[src/rtl/rtg_pkg.sv]
package rtg_pkg;
  localparam int TW     = 13;
  localparam int DW     = 32;
  localparam int AW     = 3;
  localparam int NIF    = 4;
  localparam int SELW   = $clog2(NIF);
  localparam int HI_LSB = 16;

  localparam logic [AW-1:0] ADR_CMT  = 3'd0;
  localparam logic [AW-1:0] ADR_CTL  = 3'd1;
  localparam logic [AW-1:0] ADR_HPER = 3'd2;
  localparam logic [AW-1:0] ADR_HACT = 3'd3;
  localparam logic [AW-1:0] ADR_VPER = 3'd4;
  localparam logic [AW-1:0] ADR_VACT = 3'd5;

  typedef struct packed {
    logic [TW-1:0] period;
    logic [TW-1:0] sync_len;
    logic [TW-1:0] act_st;
    logic [TW-1:0] act_end;
  } axis_cfg_t;

  typedef struct packed {
    axis_cfg_t       h;
    axis_cfg_t       v;
    logic [3:0]      pol;   // 3 pclk, 2 de, 1 vsync, 0 hsync
    logic            stby;
    logic            oe;
    logic [SELW-1:0] sel;
  } rtg_cfg_t;
endpackage

[src/rtl/rtg_counter.sv]
module rtg_counter #(
  parameter int W = 13
) (
  input  logic         clk_i,
  input  logic         rst_ni,
  input  logic         run_i,
  input  logic         step_i,
  input  logic [W-1:0] period_i,
  output logic [W-1:0] cnt_o,
  output logic         last_o
);
  assign last_o = (cnt_o == period_i - 1'b1);

  always_ff @(posedge clk_i or negedge rst_ni) begin
    if (!rst_ni)      cnt_o <= '0;
    else if (!run_i)  cnt_o <= '0;
    else if (step_i)  cnt_o <= last_o ? '0 : cnt_o + 1'b1;
  end
endmodule

[src/rtl/rtg_shadow.sv]
module rtg_shadow
  import rtg_pkg::*;
(
  input  logic          clk_i,
  input  logic          rst_ni,
  input  logic          wr_en_i,
  input  logic [AW-1:0] wr_addr_i,
  input  logic [DW-1:0] wr_data_i,
  input  logic          frame_end_i,
  output rtg_cfg_t      act_o
);
  rtg_cfg_t pend_q;
  logic     cmt_q, apply;

  localparam rtg_cfg_t RST_CFG = '{stby: 1'b1, default: '0};

  wire cmt_wr = wr_en_i && (wr_addr_i == ADR_CMT) && wr_data_i[0];
  assign apply = cmt_q & frame_end_i;

  logic unused_bits;
  assign unused_bits = ^{wr_data_i[DW-1:HI_LSB+TW], wr_data_i[HI_LSB-1:TW]};

  always_ff @(posedge clk_i or negedge rst_ni) begin
    if (!rst_ni) begin
      pend_q <= RST_CFG;
    end else if (wr_en_i) begin
      unique case (wr_addr_i)
        ADR_CTL: begin
          pend_q.pol  <= wr_data_i[3:0];
          pend_q.stby <= wr_data_i[4];
          pend_q.oe   <= wr_data_i[5];
          pend_q.sel  <= wr_data_i[6 +: SELW];
        end
        ADR_HPER: begin
          pend_q.h.period   <= wr_data_i[HI_LSB +: TW];
          pend_q.h.sync_len <= wr_data_i[0 +: TW];
        end
        ADR_HACT: begin
          pend_q.h.act_st  <= wr_data_i[HI_LSB +: TW];
          pend_q.h.act_end <= wr_data_i[0 +: TW];
        end
        ADR_VPER: begin
          pend_q.v.period   <= wr_data_i[HI_LSB +: TW];
          pend_q.v.sync_len <= wr_data_i[0 +: TW];
        end
        ADR_VACT: begin
          pend_q.v.act_st  <= wr_data_i[HI_LSB +: TW];
          pend_q.v.act_end <= wr_data_i[0 +: TW];
        end
        default: ;
      endcase
    end
  end

  always_ff @(posedge clk_i or negedge rst_ni) begin
    if (!rst_ni) begin
      act_o <= RST_CFG;
      cmt_q <= 1'b0;
    end else begin
      if (apply) act_o <= pend_q;
      cmt_q <= (cmt_q & ~apply) | cmt_wr;
    end
  end
endmodule

[src/rtl/rtg_decode.sv]
module rtg_decode
  import rtg_pkg::*;
(
  input  logic           clk_i,
  input  logic           rst_ni,
  input  logic           run_i,
  input  logic [TW-1:0]  hc_i,
  input  logic [TW-1:0]  vc_i,
  input  rtg_cfg_t       cfg_i,
  output logic           hsync_o,
  output logic           vsync_o,
  output logic           de_o,
  output logic           pclk_pol_o,
  output logic [TW-1:0]  x_o,
  output logic [TW-1:0]  y_o,
  output logic [NIF-1:0] out_en_o
);
  logic [2:0]     raw, strb;
  logic [NIF-1:0] oe_dec;

  assign raw[0] = hc_i < cfg_i.h.sync_len;
  assign raw[1] = vc_i < cfg_i.v.sync_len;
  assign raw[2] = (hc_i >= cfg_i.h.act_st) && (hc_i < cfg_i.h.act_end) &&
                  (vc_i >= cfg_i.v.act_st) && (vc_i < cfg_i.v.act_end);
  // polarity 0 drives active-low; standby parks at the inactive level
  assign strb = run_i ? (raw ~^ cfg_i.pol[2:0]) : ~cfg_i.pol[2:0];

  for (genvar i = 0; i < NIF; i++) begin : g_oe
    assign oe_dec[i] = run_i && cfg_i.oe && (cfg_i.sel == SELW'(i));
  end

  always_ff @(posedge clk_i or negedge rst_ni) begin
    if (!rst_ni) begin
      {de_o, vsync_o, hsync_o} <= 3'b111;
      pclk_pol_o <= 1'b0;
      x_o        <= '0;
      y_o        <= '0;
      out_en_o   <= '0;
    end else begin
      {de_o, vsync_o, hsync_o} <= strb;
      pclk_pol_o <= cfg_i.pol[3];
      x_o        <= run_i ? hc_i : '0;
      y_o        <= run_i ? vc_i : '0;
      out_en_o   <= oe_dec;
    end
  end
endmodule

[src/rtl/raster_timing_gen.sv]
module raster_timing_gen
  import rtg_pkg::*;
(
  input  logic                clk_i,
  input  logic                rst_ni,
  input  logic                wr_en_i,
  input  logic [2:0]          wr_addr_i,
  input  logic [31:0]         wr_data_i,
  output logic                hsync_o,
  output logic                vsync_o,
  output logic                de_o,
  output logic                pclk_pol_o,
  output logic [12:0]         x_o,
  output logic [12:0]         y_o,
  output logic [3:0]          out_en_o
);
  rtg_cfg_t      act_cfg;
  logic [TW-1:0] hc, vc;
  logic          h_last, v_last, run_w, frame_end_w;

  assign run_w       = ~act_cfg.stby;
  assign frame_end_w = ~run_w | (h_last & v_last);

  rtg_shadow u_shadow (
    .clk_i, .rst_ni, .wr_en_i, .wr_addr_i, .wr_data_i,
    .frame_end_i(frame_end_w), .act_o(act_cfg)
  );

  rtg_counter #(.W(TW)) u_hcnt (
    .clk_i, .rst_ni, .run_i(run_w), .step_i(1'b1),
    .period_i(act_cfg.h.period), .cnt_o(hc), .last_o(h_last)
  );

  rtg_counter #(.W(TW)) u_vcnt (
    .clk_i, .rst_ni, .run_i(run_w), .step_i(h_last),
    .period_i(act_cfg.v.period), .cnt_o(vc), .last_o(v_last)
  );

  rtg_decode u_dec (
    .clk_i, .rst_ni, .run_i(run_w), .hc_i(hc), .vc_i(vc), .cfg_i(act_cfg),
    .hsync_o, .vsync_o, .de_o, .pclk_pol_o, .x_o, .y_o, .out_en_o
  );
endmodule

[config.mk]
export PLATFORM = sky130hd
export DESIGN_NAME = raster_timing_gen
export DESIGN_NICKNAME = d
export VERILOG_FILES = /design/src/rtl/rtg_pkg.sv /design/src/rtl/rtg_counter.sv /design/src/rtl/rtg_shadow.sv /design/src/rtl/rtg_decode.sv /design/src/rtl/raster_timing_gen.sv
export SDC_FILE = /design/constraint.sdc
export NUM_CORES = 1
export LEC_CHECK = 0
export ABC_AREA = 0
export BUFFER_PORTS_ARGS = -buffer_cell sky130_fd_sc_hd__buf_2
export CORE_ASPECT_RATIO = 1.4
export CORE_MARGIN = 4
export CORE_UTILIZATION = 35
export DETAILED_ROUTE_END_ITERATION = 6
export MAX_ROUTING_LAYER = met4
export SLEW_MARGIN = 5
export SYNTH_ARGS = -nofsm -noshare
export SYNTH_HDL_FRONTEND = slang
export SYNTH_SLANG_ARGS = --single-unit
[constraint.sdc]
create_clock -name clk_i -period 4.46 [get_ports clk_i]
set_clock_uncertainty 0.1 [all_clocks]
set_input_delay 0.892 -clock clk_i [delete_from_list [all_inputs] [get_ports clk_i]]
set_output_delay 0.892 -clock clk_i [all_outputs]
set_load 0.05 [all_outputs]
* Word-level counts from Yosys, hierarchy flattened
Index checks and enable logic that the tools add are counted.
Widths: inputs -> output; s select.
** Storage, ports and cells
- Output and inout bits :: 34
- Bits in registers :: 285
- Logic and storage cells :: 89
** Cells by class
- Reductions and logical operators :: 18
- Muxes and demuxes :: 8
- Equal/unequal tests :: 10
- Add/subtract/negate cells :: 4
- Bitwise operators :: 9
- Magnitude comparators :: 6
** Operators by type and width (number)
- $mux 13 :: 7
- $lt 13x13->1 :: 4
- $add 13x1->13 const B :: 2
- $eq 13x13->1 :: 2
- $ge 13x13->1 :: 2
- $sub 13x1->13 const B :: 2
- $logic_and 1x1->1 :: 10
- $reduce_and 2->1 :: 5
- $eq 3x2->1 const B :: 2
- $eq 3x3->1 const B :: 2
- $eq 2x2->1 const B :: 2
- $and 1x1->1 :: 3
- $eq 3x1->1 const B :: 1
- $logic_not 3->1 :: 1
- $mux 3 :: 1
- $not 3->3 :: 1
- $xnor 3x3->3 :: 1
- $eq 2x1->1 const B :: 1
- $logic_not 2->1 :: 1
- $not 1->1 :: 2
- $or 1x1->1 :: 2
- $reduce_bool 2->1 :: 1

* Depth between registers and ports, before layout
- Depth after elaboration :: 8
- Gate-level depth with buffers :: 11
- Mapped depth without buffers :: 9

* Cells and area by module
A second synthesis with hierarchy kept.
** Second synthesis, totals
- Cells, all modules :: 1072
- Area, all modules :: 13761.9 µm²
** By module, submodules not included
- rtg_shadow :: sequential area each 5632.9 µm², area an instance 8560.7 µm², times used 1, cells each 481
- rtg_decode :: sequential area each 854.6 µm², area an instance 2914.0 µm², times used 1, cells each 326
- rtg_counter :: sequential area each 325.3 µm², area an instance 1136.1 µm², times used 2, cells each 131
- raster_timing_gen :: sequential area each 0.0 µm², area an instance 15.0 µm², times used 1, cells each 3

* Least setup slack after synthesis
No wires, ideal clock.
- Kind :: reg-to-reg
- From :: reg u_shadow.act_o[102] in the netlist's numbering
- To :: reg u_shadow.act_o[0] in the netlist's numbering
- Arrival time :: 2.897 ns
- Slack :: 1.338 ns
- Clock period less this slack :: 3.122 ns
- Required time :: 4.235 ns
- Path buffers :: 4
- Cell stages (with the launch flop) :: 12
- Library setup time :: 0.125 ns
- Cells stage by stage :: dfrtp_1 buf_6 or4_1 buf_2 or3_1 a21o_1 a31o_1 and4_4 a31oi_4 buf_12 buf_12 mux2_4
** On the way
- Cells in the longest elaborated chain, start to end :: 5
** Ends and longest elaborated chain
- start: declaration :: RTL line rtg_shadow.sv:10 : output rtg_cfg_t act_o
- start signal: assignment :: RTL line rtg_shadow.sv:60 : if (apply) act_o <= pend_q;
- $sub 13x1->13 :: RTL line rtg_counter.sv:12 : assign last_o = (cnt_o == period_i - 1'b1);
- $eq 13x13->1 :: RTL line rtg_counter.sv:12
- $and 1x1->1 :: RTL line raster_timing_gen.sv:22 : assign frame_end_w = ~run_w | (h_last & v_last);
- $or 1x1->1 :: RTL line raster_timing_gen.sv:22
- $and 1x1->1 :: RTL line rtg_shadow.sv:18 : assign apply = cmt_q & frame_end_i;
Every way passes these cells.
A chain may end at the register's enable or synchronous reset.

* Worst setup path after layout
- From :: reg u_shadow.act_o[102] in the netlist's numbering
- To :: reg u_shadow.act_o[87] in the netlist's numbering
The elaborated chain is that of the path after synthesis.

==> run_results.csv <==
group,metric,value,unit
run_status,status,"complete, no violations",
finish,finalNetCount,1285,
synth,synth-main-ff-cell,"dfrtp_1",
worst_setup_path,path_class,"reg -> reg",
grt,grt_pass1_wl,50900,um
clocking,clkTransAtPathRegs,0.06,ns
worst_setup_path,rrSetupSlack,0.82,ns
pwr,swShare,0.223,
finish,area_growth_syn_to_layout,12.1,%
synth,synthArstFlopShare,1.00,
min_path,min_path_type,"in -> async",
synth,synth_cells,1097,
clocking,cts.sinks,285,
timing,worst_pin_slew,1.04,ns
timing,min_period_over_period,0.817,
place,gp_congestion,0.852,
clocking,htreeDepth,1,
place,hpwl,22100,um
timing,hold_violations,0,
floorplan,rows,86,
clocking,cts-resized-gates,0,
clocking,cts_setup_buffers,0,
synth,synth.avg_cell_area,12.9,um2
route,drc_errors,0,
pwr,power_frac_comb,0.060,
floorplan,die_h,246,um
synth,yosysWarnings,0,
clocking,cts_made_buffers,28,
route,ant_nets,0,
clocking,cts_tree,"done",
pwr,leakagePower,7.66,nW
grt,grt_start_max_net_pins,93,
worst_setup_path,critPathCaptureType,"flip-flop",
worst_setup_path,crit_fanout,75,
clocking,cts-root-buf,"clkbuf_16",
timing,whs,0.266,ns
route,avgRoutedWirePerCell,18.3,um
synth,netlist_area,14100,um2
worst_setup_path,r2r-end,"u_shadow.act_o[87]$_DFFE_PN0P_",
worst_setup_path,required,4.79,ns
timing,rsz0062_at_grt,"false",
worst_setup_path,arrival,3.97,ns
timing,max_slew_margin,0.305,
route,wl,31400,um
pwr,powerDensity,351,nW/um2
pwr,power_switching,0.00124,W
route,routed_via_density,4.93,
timing,period_needed,3.64,ns
grt,grt_pass1_vias,8883,
job,max_cap_violations,0,
worst_setup_path,cp-start-kind,"flip-flop",
finish,fillerInstances,3805,
floorplan,die_x,178,um
worst_setup_path,r2r_cells,8,
route,drt_iter0_markers,415,
timing,tns,0,ns
synth,syn_nets,1213,
pwr,internal_power,0.00432,W
pwr,ir_drop,0.000292,V
synth,synth_edf_count,0,
floorplan,io_pins,72,
floorplan,core-area,39600,um2
route,dr.pass1.iters,4,
timing,slew_viol_final,0,
pwr,seqPwrFrac,0.526,
clocking,hold_buffers,0,
pwr,power,0.00556,W
timing,setup_viol,0,
route,num_vias,8471,
grt,grt_usage,0.152,
synth,synth_cell_types,65,
clocking,clk_latency,0.56,ns
floorplan,die_area,43700,um2
floorplan,start_util,0.357,
finish,drive_above_1_share,0.299,
grt,antenna_found_initial,2,
timing,fmax,274,MHz
clocking,clk_path_buf_depth,3,
place,portBuffers,65,
synth,yosys_register_bits,285,
worst_setup_path,r2r_start,"u_shadow.act_o[102]$_DFFE_PN0P_",
synth,ys_seq_area_frac,0.506,
grt,grt_overflow_total,0,
pwr,clockPowerShare,0.414,
==> synthesized netlist by cell type, types with 20 or more instances <==
master | n | share of area
nor2b_1 | 33 | 0.015
nand3_1 | 22 | 0.0078
ha_1 | 78 | 0.069
clkbuf_1 | 20 | 0.0053
nor2_1 | 38 | 0.010
a21o_1 | 26 | 0.014
inv_1 | 85 | 0.023
dfrtp_1 | 280 | 0.50
xnor2_1 | 20 | 0.012
nand2_1 | 39 | 0.010
a21oi_1 | 25 | 0.0089
mux2_4 | 90 | 0.096
mux2_2 | 134 | 0.11
o21ai_0 | 20 | 0.0071
==> area by class of cell <==
type                       instances  area (um2)  share of cell area
clock buffer                      42         815              0.0515
multi-input combinational        690        6340               0.401
timing repair buffer              79         490              0.0310
antenna                            2        5.00            0.000316
tap                              528         661              0.0417
inverter                          85         319              0.0202
sequential                       285        7140               0.451
clock inverter                     6        60.1             0.00379
==> worst max path at each step <==
stage	from	endpoint	slack, ns
after floorplan	u_shadow.act_o[102]$_DFFE_PN0P_	u_shadow.act_o[0]$_DFFE_PN0P_	1.34
after global placement	u_shadow.act_o[102]$_DFFE_PN0P_	u_shadow.act_o[95]$_DFFE_PN0P_	0.90
after detailed placement	u_shadow.act_o[102]$_DFFE_PN0P_	u_shadow.act_o[91]$_DFFE_PN0P_	0.86
after CTS	u_shadow.act_o[102]$_DFFE_PN0P_	u_shadow.act_o[91]$_DFFE_PN0P_	0.83
after global routing	u_shadow.act_o[102]$_DFFE_PN0P_	u_shadow.act_o[91]$_DFFE_PN0P_	0.69
final	u_shadow.act_o[102]$_DFFE_PN0P_	u_shadow.act_o[87]$_DFFE_PN0P_	0.82
==> power groups by stage <==
| stage | logic [W] | registers, W | clock network (W) |
|---|---|---|---|
| finish | 0.000336 | 0.00292 | 0.00230 |
| global route | 0.000378 | 0.00295 | 0.00246 |
| CTS | 0.000346 | 0.00292 | 0.00237 |
| detailed placement | 0.000345 | 0.00297 | 0 |
| global placement | 0.000331 | 0.00296 | 0 |
| floorplan | 0.000222 | 0.00294 | 0 |
==> cell families (layout without fill, tap and decap cells) <==
kind of cell               Yosys count  in the layout  synth area share
DFF                                285            285             0.506
adders and majority gates           78             78            0.0691
and+or+nand+nor                    216            216            0.0846
AOI/OAI and AO/OA                  125            125            0.0626
xor gates and xnor gates            39             39            0.0242
buffers and inverters              122            212            0.0456
other                                0              2                 0
muxes                              232            232             0.208
==> flip-flops by register name, summed over array words and instances (netlist names) <==
register          cells
u_dec.x_o            13
u_shadow.pend_q     112
u_dec.pclk_pol_o      1
u_dec.out_en_o        4
u_dec.y_o            13
u_hcnt.cnt_o         13
u_vcnt.cnt_o         13
u_shadow.act_o      112
u_shadow.cmt_q        1
u_dec.de_o            1
u_dec.hsync_o         1
u_dec.vsync_o         1
==> worst max-delay path: stages (launching register included) <==
cell	delay, ns
dfrtp_1	0.46
or4_1	0.69
or3_1	0.40
a21o_1	0.18
a31o_1	0.27
and4_4	0.21
a31oi_4	0.23
buf_12	0.48
mux2_2	0.39
==> per-layer routing <==
layer,part of all wire,GRT usage,routed length [um]
met1,0.45,0.192,14100
met2,0.50,0.255,15700
met3,0.030,0.0180,928
met4,0.024,0.0444,742
met5,0,-,0
==> cells in the final DEF (no fill, tap or decap), types with 19 or more instances in the layout <==
master,n
nor2b_1,33
inv_1,85
xnor2_1,20
a21oi_1,25
mux2_4,90
a21o_1,26
nand3_1,22
o21ai_0,20
nor2_1,37
clkbuf_16,29
ha_1,78
mux2_2,134
nand2_1,39
dfrtp_1,280
buf_2,64
xor2_1,19
==> stage by stage <==
step | setup slack (ns) | utilization | area (um2) | cells
2_1_floorplan | 1.34 | - | 14100 | 1097
3_3_place_gp | 0.904 | 0.377 | 14900 | 1667
3_5_place_dp | 0.857 | 0.377 | 14900 | 1667
4_1_cts | 0.830 | 0.400 | 15800 | 1715
5_1_grt | 0.690 | 0.400 | 15800 | 1717
6_report | 0.817 | 0.400 | 15800 | 1717
(Power assumes the default switching activity.)
